==> config.mk <==
export PLATFORM = sky130hd
export DESIGN_NAME = portchg_wake_ctrl
export DESIGN_NICKNAME = d
export VERILOG_FILES = /design/src/rtl/portchg_wake_ctrl.sv
export SDC_FILE = /design/constraint.sdc
export NUM_CORES = 1
export LEC_CHECK = 0
export BUFFER_PORTS_ARGS = -buffer_cell sky130_fd_sc_hd__buf_2
export CAP_MARGIN = 5
export CORE_MARGIN = 3
export CORE_UTILIZATION = 44
export CTS_CLUSTER_DIAMETER = 150
export DETAILED_ROUTE_END_ITERATION = 8
export GPL_TIMING_DRIVEN = 0
export HOLD_SLACK_MARGIN = 0.02
export PLACE_DENSITY_LB_ADDON = 0.05
export SYNTH_ARGS = -nofsm -noshare
export SYNTH_HDL_FRONTEND = slang
export SYNTH_SLANG_ARGS = --single-unit
==> constraint.sdc <==
create_clock -name clk -period 1.89 [get_ports clk]
set_clock_uncertainty 0.1 [all_clocks]
set_input_delay 0.378 -clock clk [delete_from_list [all_inputs] [get_ports clk]]
set_output_delay 0.378 -clock clk [all_outputs]
set_load 0.01 [all_outputs]
==> src/rtl/portchg_wake_ctrl.sv <==
module portchg_wake_ctrl #(
  parameter int PORT_W = 8,
  parameter int NSRC = 6,
  parameter int CHG_IDX = 1,
  parameter int ADDR_W = 12,
  parameter logic [ADDR_W-1:0] VEC_ADDR = 'h006
) (
  input  logic              clk,
  input  logic              rst_n,
  input  logic [PORT_W-1:0] port_in,
  input  logic              port_rd,
  output logic [PORT_W-1:0] rd_data,
  input  logic [NSRC-1:0]   req_in,
  input  logic [NSRC-1:0]   ien,
  input  logic              gie,
  input  logic              pend_wr,
  input  logic [NSRC-1:0]   pend_wdata,
  output logic [NSRC-1:0]   pend,
  output logic              irq,
  input  logic              sleep_enter,
  output logic              asleep,
  output logic              wake_req,
  output logic              wake_pulse,
  output logic              wake_vec,
  output logic [ADDR_W-1:0] redir_addr
);

  logic [PORT_W-1:0] sync1, sync2, ref_q;
  logic [NSRC-1:0]   set_vec, keep_vec;
  logic              mism, arm_q;

  assign mism     = (sync2 != ref_q);
  assign rd_data  = sync2;
  assign keep_vec = pend_wr ? pend_wdata : '1;

  for (genvar i = 0; i < NSRC; i++) begin : g_set
    if (i == CHG_IDX) begin : g_chg
      assign set_vec[i] = mism;
    end else begin : g_ext
      assign set_vec[i] = req_in[i];
    end
  end

  always_ff @(posedge clk or negedge rst_n) begin
    if (!rst_n) begin
      sync1 <= '0;
      sync2 <= '0;
      ref_q <= '0;
      pend  <= '0;
    end else begin
      sync1 <= port_in;
      sync2 <= sync1;
      if (port_rd) ref_q <= sync2;
      pend <= (pend & keep_vec) | set_vec;
    end
  end

  assign irq      = gie & |(pend & ien);
  assign wake_req = asleep & arm_q & mism;

  always_ff @(posedge clk or negedge rst_n) begin
    if (!rst_n) begin
      asleep     <= 1'b0;
      arm_q      <= 1'b0;
      wake_pulse <= 1'b0;
      wake_vec   <= 1'b0;
    end else begin
      wake_pulse <= wake_req;
      if (wake_req) begin
        asleep   <= 1'b0;
        wake_vec <= gie;
      end else if (sleep_enter && !asleep) begin
        asleep <= 1'b1;
        arm_q  <= ien[CHG_IDX];
      end
    end
  end

  assign redir_addr = wake_vec ? VEC_ADDR : '0;

  AST_WAKE_ONLY_ASLEEP: assert property (@(posedge clk) disable iff (!rst_n)
    !asleep |-> !wake_req);
  AST_IRQ_NEEDS_GIE: assert property (@(posedge clk) disable iff (!rst_n)
    !gie |-> !irq);
  AST_PULSE_AFTER_REQ: assert property (@(posedge clk) disable iff (!rst_n)
    wake_pulse |-> $past(wake_req));
  AST_VEC_FROM_GIE: assert property (@(posedge clk) disable iff (!rst_n)
    wake_pulse |-> (wake_vec == $past(gie)));
  AST_EXIT_WITH_PULSE: assert property (@(posedge clk) disable iff (!rst_n)
    $fell(asleep) |-> wake_pulse);
  AST_PEND_STICKY: assert property (@(posedge clk) disable iff (!rst_n)
    !pend_wr |=> ((pend & $past(pend)) == $past(pend)));

endmodule

==> run_results.csv, run 1 <==
group,metric,value,unit
grt,grt_pass1_vias,777,
layout,insertedDiodeCount,0,
worst_setup_path,r2r_slack,0.20,ns
logic_synthesis,ys_seq_elements,34,
grt,grt_max_degree,35,
sta,max-slew-margin-rel,0.516,
grt,antenna_found_initial,0,
layout,multiInputGateArea,370,µm²
routing,dr_total_vias,866,
routing,wirelength,2240,µm
status,violations,"setup timing",
floorplan,pin_count,63,
worst_setup_path,crit_required,1.41,ns
logic_synthesis,synth.cell_area,1290,µm²
clock_tree,path_clk_slew,0.10,ns
logic_synthesis,synth-seq-area-share,0.660,
grt,grt_pass1_wl,3390,µm
clock_tree,cts_buffers,5,
routing,drt-initial-drc-count,29,
placement,gp_congestion,0.718,
logic_synthesis,synth_top_area_cell,"dfrtp_1",
floorplan,die_area,3610,µm²
power,p_per_area,1010,nW/µm²
sta,tightest_slew,0.726,ns
status,status,"finished with violations",
clock_tree,clockBufferDepth,2,
power,irDropWorstVdd,0.822,mV
floorplan,die_h,60.1,µm
logic_synthesis,ys_warn_count,0,
sta,hold_slack,0.0441,ns
layout,ff_latch_area,851,µm²
placement,pre_cts_ws,0.173,ns
routing,viasPerCell,4.44,
sta,finalWorstPathRequiredPeriod,1.99,ns
clock_tree,cts_root_buffer,"clkbuf_4",
logic_synthesis,synthArstFlopShare,1.00,
logic_synthesis,synth_edf_count,0,
power,p_leak,0.873,nW
logic_synthesis,synth_common_cells,"dfrtp_1, buf_4, mux2_2",
logic_synthesis,synth_top_cell_area_share,0.660,
floorplan,core,2780,µm²
routing,drc,0,
logic_synthesis,ys_types,18,
worst_setup_path,crit_arrival,1.52,ns
layout,drive_gt1_frac,0.530,
clock_tree,cts_tree,"built",
sta,max_freq,502,MHz
floorplan,num_rows,19,
worst_setup_path,path_max_fanout,3,
worst_setup_path,setup.worst_path.end_class,"output port",
floorplan,initial_utilization,0.463,
routing,wl_per_cell,11.5,µm
layout,num-nets-final,195,
sta,setup_violations,1,
placement,io_buffers,50,
sta,maxSlewViolCount,0,
sta,post-route-period-util,1.05,
sta,rsz0062_at_grt,"yes",
grt,grt_overflow_total,0,
routing,drt_pass1_iterations,4,
grt,track_usage,0.135,
logic_synthesis,synth_flop_cell,"dfrtp_1",
worst_setup_path,setup.worst_path.class,"reg2out",
worst_setup_path,startpoint_type,"flop",
logic_synthesis,avgSynthCellArea,14.2,µm²
logic_synthesis,synth_most_common_cell,"dfrtp_1",
layout,syn2layout_area_growth,34.9,%
logic_synthesis,synthTopCellsByArea,"dfrtp_1, mux2_2, buf_4",
clock_tree,clock_latency,0.33,ns
floorplan,dieWidth,60.1,µm
flow_run,max-cap-violations,0,
worst_hold_path,hp-class,"in2reg",
sta,hold_viol,0,
placement,dp_hpwl,1720,µm
sta,worst_slack,-0.104,ns
layout,fill_cells,240,
clock_tree,cts.sinks,34,
clock_tree,cts_resized,0,
logic_synthesis,synthCells,91,
routing,antenna_violating_nets_post_route,0,
clock_tree,htree_levels,2,
report_power, final:
| group | switching (mW) | total, mW | leakage (nW) | internal [mW] |
|---|---|---|---|---|
| clock network | 0.229 | 0.508 | 0.0385 | 0.279 |
| registers | 0.0542 | 0.865 | 0.386 | 0.811 |
| logic | 0.176 | 0.390 | 0.448 | 0.214 |
metrics by stage:
stage	cell area [µm²]	util	power, mW	TNS, ns	instances
final	1740	0.625	1.76	-0.104	195
after floorplan	1320	-	1.10	0	100
after global placement	1610	0.579	1.23	0	181
after detailed placement	1610	0.579	1.25	0	181
after global routing	1740	0.625	1.87	-0.234	195
after CTS	1720	0.619	1.79	-0.158	193
layout by cell type (no fill, tap or decap), drive strengths merged:
cell and n:
a31oi 1, a21oi 1, buf 67, dlygate4sd3 1
nand2 1, clkinvlp 1, dfrtp 34, mux2 10
inv 2, nor2b 1, clkbuf 7, nor4 2
conb 10, nand3 1, o21ai 6, nor2 2
xor2 8, nand2b 5, a22oi 3, bufinv 1
cells by family after synthesis:
family / Yosys count / share of synthesized area
AO/OA/AOI/OAI: 11 / 0.0524
XOR/XNOR: 8 / 0.0544
buffers and inverters: 15 / 0.0786
flip-flops: 34 / 0.660
multiplexers: 10 / 0.0903
other: 1 / 0.00291
AND/OR/NAND/NOR: 12 / 0.0612
final cells by class:
type,instances,share of cell area
sequential,34,0.490
multi-input combinational,51,0.213
timing repair buffer,56,0.171
buffer,13,0.0540
clock buffer,6,0.0238
tap,31,0.0223
inverter,2,0.00432
clock inverter,2,0.0216
critical path, cell delays in order, from the launching register on:
cell and delay [ns]:
dfrtp_1 0.41, xor2_1 0.16, nor4_2 0.35, a21oi_2 0.11, buf_2 0.15
routing by layer:
metal,up-vias,wire length (µm),GRT usage,part of all wire
li1,426,-,-,-
met1,387,881,0.152,0.39
met2,48,1010,0.208,0.45
met3,5,303,0.0713,0.14
met4,0,46,0.0665,0.021
met5,-,0,0,0
flip-flops by register name, indices dropped and copies added, names as in the netlist:
| name | flops |
|---|---|
| ref_q | 8 |
| wake_pulse | 1 |
| rd_data | 8 |
| arm_q | 1 |
| asleep | 1 |
| sync1 | 8 |
| wake_vec | 1 |
| pend | 6 |
timing repair:
item	in CTS	in global routing
pin swaps	4	2
buffers inserted	3	2
setup endpoints to repair	1	1
hold buffers	1	0
endpoints found under the hold margin	34	0
worst paths after layout:
kind,from,endpoint,depth (start not counted)
hold / removal,port_in[6],sync1[6]$_DFF_PN0_,1
setup / recovery,rd_data[6]$_DFF_PN0_,wake_req,4
min in group asynchronous,rst_n,ref_q[5]$_DFFE_PN0P_,2
hold reg to reg,sync1[6]$_DFF_PN0_,rd_data[6]$_DFF_PN0_,0
max in group asynchronous,rst_n,ref_q[3]$_DFFE_PN0P_,2
setup reg to reg,rd_data[6]$_DFF_PN0_,wake_vec$_DFFE_PN0P_,5
No activity file was read; power rests on OpenSTA's default activity.
==> inputs of run 2 (changes only) <==
--- a/config.mk
+++ b/config.mk
@@ -5,12 +5,12 @@
 export SDC_FILE = /design/constraint.sdc
 export NUM_CORES = 1
 export LEC_CHECK = 0
-export BUFFER_PORTS_ARGS = -buffer_cell sky130_fd_sc_hd__buf_2
 export CAP_MARGIN = 5
 export CORE_MARGIN = 3
-export CORE_UTILIZATION = 44
+export CORE_UTILIZATION = 45
 export CTS_CLUSTER_DIAMETER = 150
 export DETAILED_ROUTE_END_ITERATION = 8
+export DONT_BUFFER_PORTS = 1
 export GPL_TIMING_DRIVEN = 0
 export HOLD_SLACK_MARGIN = 0.02
 export PLACE_DENSITY_LB_ADDON = 0.05
==> run 2 against run 1 <==
The flow still finishes with violations (setup timing). Register-to-register slack gained 0.05 ns. Design area shrank 7.1%. Worst setup slack gained 0.059 ns. Via count shrank 16%. Wire length shrank 5.0%. Clock power increased by 33%. Critical path type unchanged. Critical endpoint unchanged. Largest cell class unchanged. Largest power group unchanged. Highest routed layer unchanged.
==> run_results.csv, run 2 (synthesized netlist as in run 1, its figures left out) <==
group,metric,value,unit
worst_setup_path,cp_num_buf_inv,1,
worst_setup_path,startpoint_type,"flop",
floorplan,die_area,3540,µm²
floorplan,core,2590,µm²
clock_tree,cts_buffers,5,
worst_hold_path,holdPathEnd,"pend[2]$_DFF_PN0_",
worst_setup_path,setup.worst_path.class,"reg2out",
layout,num-nets-final,152,
worst_setup_path,slowest_delay,0.45,ns
sta,finalSetupTns,-0.0452,ns
power,p_leak,0.734,nW
grt,track_usage,0.133,
layout,most-common-layout-cells,"dfrtp_1, buf_4, conb_1, mux2_2, dlygate4sd3_1",
grt,grt_pass1_wl,3310,µm
flow_run,max-cap-violations,0,
clock_tree,cts.sinks,34,
clock_tree,cts_tree,"built",
floorplan,pin_count,63,
routing,viasPerCell,4.82,
power,pwr-share-clk,0.366,
placement,placedCellCount,130,
layout,layout_commonest_cell,"dfrtp_1",
grt,grt_overflow_total,0,
layout,insertedDiodeCount,0,
floorplan,initial_utilization,0.498,
sta,rsz0062_at_grt,"yes",
layout,fin_util,0.624,
routing,drc,0,
sta,worst_slack,-0.0452,ns
power,total_power,1.84,mW
status,violations,"setup timing",
layout,syn2layout_area_growth,25.3,%
status,status,"finished with violations",
worst_setup_path,timing.rr.end,"wake_vec$_DFFE_PN0P_",
worst_setup_path,path_max_fanout,4,
layout,fill_cells,200,
sta,max_freq,517,MHz
grt,grt_max_degree,35,
routing,wirelength,2130,µm
grt,antenna_found_initial,0,
worst_hold_path,min_from,"req_in[2]",
worst_setup_path,crit_required,1.41,ns
worst_setup_path,crit_arrival,1.46,ns
sta,post-route-period-util,1.02,
placement,dp_hpwl,1560,µm
worst_setup_path,r2r_slack,0.25,ns
power,p_int,1.41,mW
layout,drive_gt1_frac,0.331,
worst_hold_path,hp-class,"in2reg",
power,p_seq_frac,0.485,
power,power_frac_comb,0.148,
worst_setup_path,cp_slowest_cell,"dfrtp_1",
power,p_per_area,1140,nW/µm²
power,irDropWorstVdd,1.02,mV
routing,drt_pass1_iterations,3,
worst_setup_path,setup.worst_path.end_class,"output port",
clock_tree,cts_root_buffer,"clkbuf_4",
clock_tree,clockBufferDepth,2,
routing,dr_total_vias,728,
routing,antenna_violating_nets_post_route,0,
grt,grt_pass1_vias,778,
floorplan,die_h,59.5,µm
routing,wl_per_cell,14.1,µm
worst_setup_path,crit_family,"flip-flops",
worst_hold_path,worstHoldPathCells,1,
worst_setup_path,r2r_start,"rd_data[5]$_DFF_PN0_",
routing,drt-initial-drc-count,20,
power,power.net_switching,435,µW
clock_tree,clock_latency,0.33,ns
power,p_sw_frac,0.236,
sta,maxSlewViolCount,0,
sta,hold_viol,0,
sta,setup_violations,1,
floorplan,dieWidth,59.5,µm
clock_tree,htree_levels,2,
worst_setup_path,reg2reg_depth,5,
placement,io_buffers,0,
placement,gp_congestion,0.663,
layout,final-instance-count-excl-fill,151,
sta,hold_slack,0.0641,ns
clock_tree,path_clk_slew,0.10,ns
worst_setup_path,cp_cell_sequence,"xor2_1, nor4_2, buf_4, a21oi_4",
floorplan,num_rows,18,
sta,finalWorstPathRequiredPeriod,1.94,ns
## run 2: area by class of cell
class	instances	area (µm²)	share of cell area
tap	30	37.5	0.0232
sequential	34	855	0.529
multi-input combinational	51	378	0.234
clock buffer	6	51.3	0.0318
timing repair buffer	13	133	0.0821
buffer	13	93.8	0.0581
clock inverter	2	60.1	0.0372
inverter	2	7.51	0.00465
## run 2: worst register-to-register path, cell delays in order (launching register included)
cell	delay (ns)
dfrtp_1	0.45
xor2_1	0.18
nor4_2	0.27
buf_4	0.17
a21oi_4	0.07
mux2_4	0.30
## run 2: routing by layer
metal,routed length (µm),vias to the layer above,GRT usage,part of all wire
met2,1040,44,0.215,0.49
met5,0,-,0,0
met1,771,340,0.142,0.36
li1,-,336,-,-
met3,271,8,0.0545,0.13
met4,47,0,0.0854,0.022
## run 2: worst max path at each step
| stage | start | to | slack, ns | cells past startpoint |
|---|---|---|---|---|
| 2_1_floorplan | rd_data[5]$_DFF_PN0_ | wake_vec$_DFFE_PN0P_ | 0.31 | 4 |
| 3_3_place_gp | rd_data[5]$_DFF_PN0_ | wake_vec$_DFFE_PN0P_ | 0.18 | 4 |
| 3_5_place_dp | rd_data[5]$_DFF_PN0_ | wake_vec$_DFFE_PN0P_ | 0.15 | 4 |
| 4_1_cts | rd_data[6]$_DFF_PN0_ | wake_req | -0.12 | 3 |
| 5_1_grt | rd_data[5]$_DFF_PN0_ | wake_req | -0.12 | 4 |
| 6_report | rd_data[5]$_DFF_PN0_ | wake_req | -0.05 | 4 |
## run 2: repair_timing
item,4_1_cts,5_1_grt
cloned,0,0
endpoints found under the setup margin,1,1
buffers inserted,2,1
hold buffers,10,0
gates resized for setup,0,4
pin swaps,3,2
endpoints found under the hold margin,42,0
## run 2: power by group through the flow
| stage | Sequential, mW | Combinational, mW | Clock (mW) |
|---|---|---|---|
| after detailed placement | 0.913 | 0.224 | 0 |
| after global routing | 0.912 | 0.301 | 0.730 |
| after CTS | 0.898 | 0.264 | 0.701 |
| after floorplan | 0.895 | 0.202 | 0 |
| after global placement | 0.907 | 0.220 | 0 |
| final | 0.894 | 0.273 | 0.675 |
## run 2: stage by stage
step	area (µm²)	setup slack (ns)
4_1_cts	1600	-0.118
6_report	1620	-0.0452
5_1_grt	1620	-0.119
2_1_floorplan	1320	0.305
3_3_place_gp	1360	0.176
3_5_place_dp	1360	0.155
==> inputs of run 3 (changes only) <==
--- a/config.mk
+++ b/config.mk
@@ -13,7 +13,7 @@
 export DONT_BUFFER_PORTS = 1
 export GPL_TIMING_DRIVEN = 0
 export HOLD_SLACK_MARGIN = 0.02
-export PLACE_DENSITY_LB_ADDON = 0.05
+export PLACE_DENSITY_LB_ADDON = 0.25
 export SYNTH_ARGS = -nofsm -noshare
 export SYNTH_HDL_FRONTEND = slang
 export SYNTH_SLANG_ARGS = --single-unit
==> run 3 against run 2 <==
The run still ends with setup timing left. Sequential cell count stayed put. Design area is 4.9% lower. Die area stayed put. Fmax is 0.12% higher. Via count is 0.14% lower. Combinational power is 4% lower. Register-to-register slack worse by 0.02 ns. Worst setup slack better by 0.0022 ns. Largest power group unchanged. Clock-buffer cell count is 1 lower. First-iteration DRC count is 65% lower. Wire length is 1.1% lower. Critical path depth is 1 lower.
==> run_results.csv, run 3 (synthesized netlist as in run 1, its figures left out) <==
group,metric,value,unit
worst_hold_path,min_from,"req_in[0]",
grt,grt_pass1_vias,771,
layout,fin_area,1540,µm²
status,violations,"setup timing",
clock_tree,htree_levels,2,
grt,grt_max_degree,35,
clock_tree,clock_latency,0.32,ns
worst_hold_path,worstHoldPathCells,1,
layout,fill_cells,203,
grt,antenna_found_initial,0,
sta,finalWorstPathRequiredPeriod,1.93,ns
clock_tree,cts_root_buffer,"clkbuf_4",
layout,syn2layout_area_growth,19.2,%
layout,num-nets-final,149,
layout,layout_commonest_cell,"dfrtp_1",
worst_setup_path,setup.worst_path.class,"reg2out",
routing,antenna_violating_nets_post_route,0,
placement,place_area,1360,µm²
layout,final-instance-count-excl-fill,147,
floorplan,dieWidth,59.5,µm
floorplan,die_area,3540,µm²
worst_setup_path,crit_arrival,1.45,ns
worst_setup_path,crit_required,1.41,ns
routing,drc,0,
clock_tree,cts_tree,"built",
routing,dr_total_vias,727,
power,p_leak,0.693,nW
worst_setup_path,startpoint_type,"flop",
clock_tree,path_clk_slew,0.09,ns
grt,grt_pass1_wl,3110,µm
routing,drt-initial-drc-count,7,
worst_setup_path,crit_family,"flip-flops",
grt,track_usage,0.125,
sta,maxSlewViolCount,0,
routing,wl_met1,719,µm
power,power_frac_comb,0.174,
floorplan,pin_count,63,
clock_tree,cts_buffers,5,
worst_setup_path,reg2reg_depth,4,
power,total_power,1.50,mW
power,irDropWorstVdd,0.765,mV
sta,setup_violations,1,
worst_setup_path,cp_num_buf_inv,0,
power,power.net_switching,416,µW
floorplan,initial_utilization,0.498,
floorplan,die_h,59.5,µm
routing,wl_met2,962,µm
power,p_per_area,977,nW/µm²
sta,hold_viol,0,
power,p_int,1.08,mW
power,pwr-share-clk,0.229,
sta,rsz0062_at_grt,"yes",
worst_setup_path,setup.worst_path.end_class,"output port",
routing,drt_pass1_iterations,4,
worst_setup_path,r2r_start,"rd_data[6]$_DFF_PN0_",
worst_setup_path,timing.rr.end,"wake_vec$_DFFE_PN0P_",
sta,hold_slack,0.0672,ns
routing,highest_layer,"met4",
worst_setup_path,cp_cell_sequence,"xor2_1, nor4_2, a21oi_2",
clock_tree,cts.sinks,34,
status,status,"finished with violations",
worst_setup_path,r2r_slack,0.23,ns
routing,viasPerCell,4.95,
power,p_sw_frac,0.277,
routing,route.met3.wl,379,µm
sta,worst_slack,-0.0429,ns
layout,drive_gt1_frac,0.308,
worst_hold_path,hp-class,"in2reg",
placement,io_buffers,0,
layout,most-common-layout-cells,"dfrtp_1, buf_4, conb_1, mux2_2, dlygate4sd3_1",
flow_run,max-cap-violations,0,
routing,wl_per_cell,14.3,µm
clock_tree,clockBufferDepth,2,
worst_setup_path,cp_slowest_cell,"dfrtp_2",
worst_hold_path,holdPathEnd,"pend[0]$_DFF_PN0_",
sta,max_freq,517,MHz
layout,insertedDiodeCount,0,
power,p_seq_frac,0.597,
worst_setup_path,slowest_delay,0.45,ns
sta,post-route-period-util,1.02,
grt,grt_overflow_total,0,
placement,gp_congestion,0.684,
floorplan,num_rows,18,
worst_setup_path,path_max_fanout,4,
routing,wirelength,2100,µm
placement,placedCellCount,130,
floorplan,core,2590,µm²
-- run 3: cell count changes in the layout (fill, tap and decap cells not counted) --
cell	delta
nor4_2	-1
nor4_4	+1
clkbuf_8	-1
dfrtp_1	+1
dfrtp_2	-1
clkinv_2	+2
xor2_1	-1
a21oi_4	-1
a21oi_2	+1
xor2_2	+1
bufinv_16	-2
buf_4	-3
-- run 3: routing by layer --
metal	vias up	GRT usage
met3	6	0.0675
li1	332	-
met5	-	0
met1	333	0.107
met4	0	0.0759
met2	56	0.222
-- run 3: layout make-up --
type,instances,area [µm²],share of cell area
buffer,13,93.8,0.0611
tap,30,37.5,0.0244
timing repair buffer,10,110,0.0717
sequential,34,853,0.555
clock buffer,5,37.5,0.0244
clock inverter,2,10.0,0.00651
inverter,2,7.51,0.00489
multi-input combinational,51,387,0.252
-- run 3: worst max path at each step --
stage | end | slack (ns) | startpoint | depth (start not counted)
2_1_floorplan | wake_vec$_DFFE_PN0P_ | 0.31 | rd_data[5]$_DFF_PN0_ | 4
3_3_place_gp | wake_vec$_DFFE_PN0P_ | 0.17 | rd_data[2]$_DFF_PN0_ | 4
3_5_place_dp | wake_vec$_DFFE_PN0P_ | 0.18 | rd_data[2]$_DFF_PN0_ | 4
4_1_cts | wake_req | -0.13 | rd_data[2]$_DFF_PN0_ | 3
5_1_grt | wake_req | -0.14 | rd_data[3]$_DFF_PN0_ | 3
6_report | wake_req | -0.04 | rd_data[6]$_DFF_PN0_ | 3
-- run 3: power groups by stage --
stage / Sequential [mW] / Clock, mW / Combinational [mW]
2_1_floorplan: 0.895 / 0 / 0.202
3_3_place_gp: 0.908 / 0 / 0.220
3_5_place_dp: 0.912 / 0 / 0.222
4_1_cts: 0.897 / 0.373 / 0.256
5_1_grt: 0.912 / 0.393 / 0.289
6_report: 0.896 / 0.344 / 0.261
-- run 3: timing repair --
action                                  4_1_cts  5_1_grt
setup buffers                                 0        0
hold buffers                                 10        0
pin swaps                                     0        3
gates resized for setup                       0        4
endpoints found under the setup margin        1        1
hold endpoints to repair                     42        0
-- run 3: through the flow --
stage          setup slack (ns)  setup TNS [ns]  utilization
5_1_grt                  -0.136          -0.136        0.593
6_report                -0.0429         -0.0429        0.593
2_1_floorplan             0.305               0            -
4_1_cts                  -0.128          -0.128        0.586
3_3_place_gp              0.174               0        0.525
3_5_place_dp              0.183               0        0.525
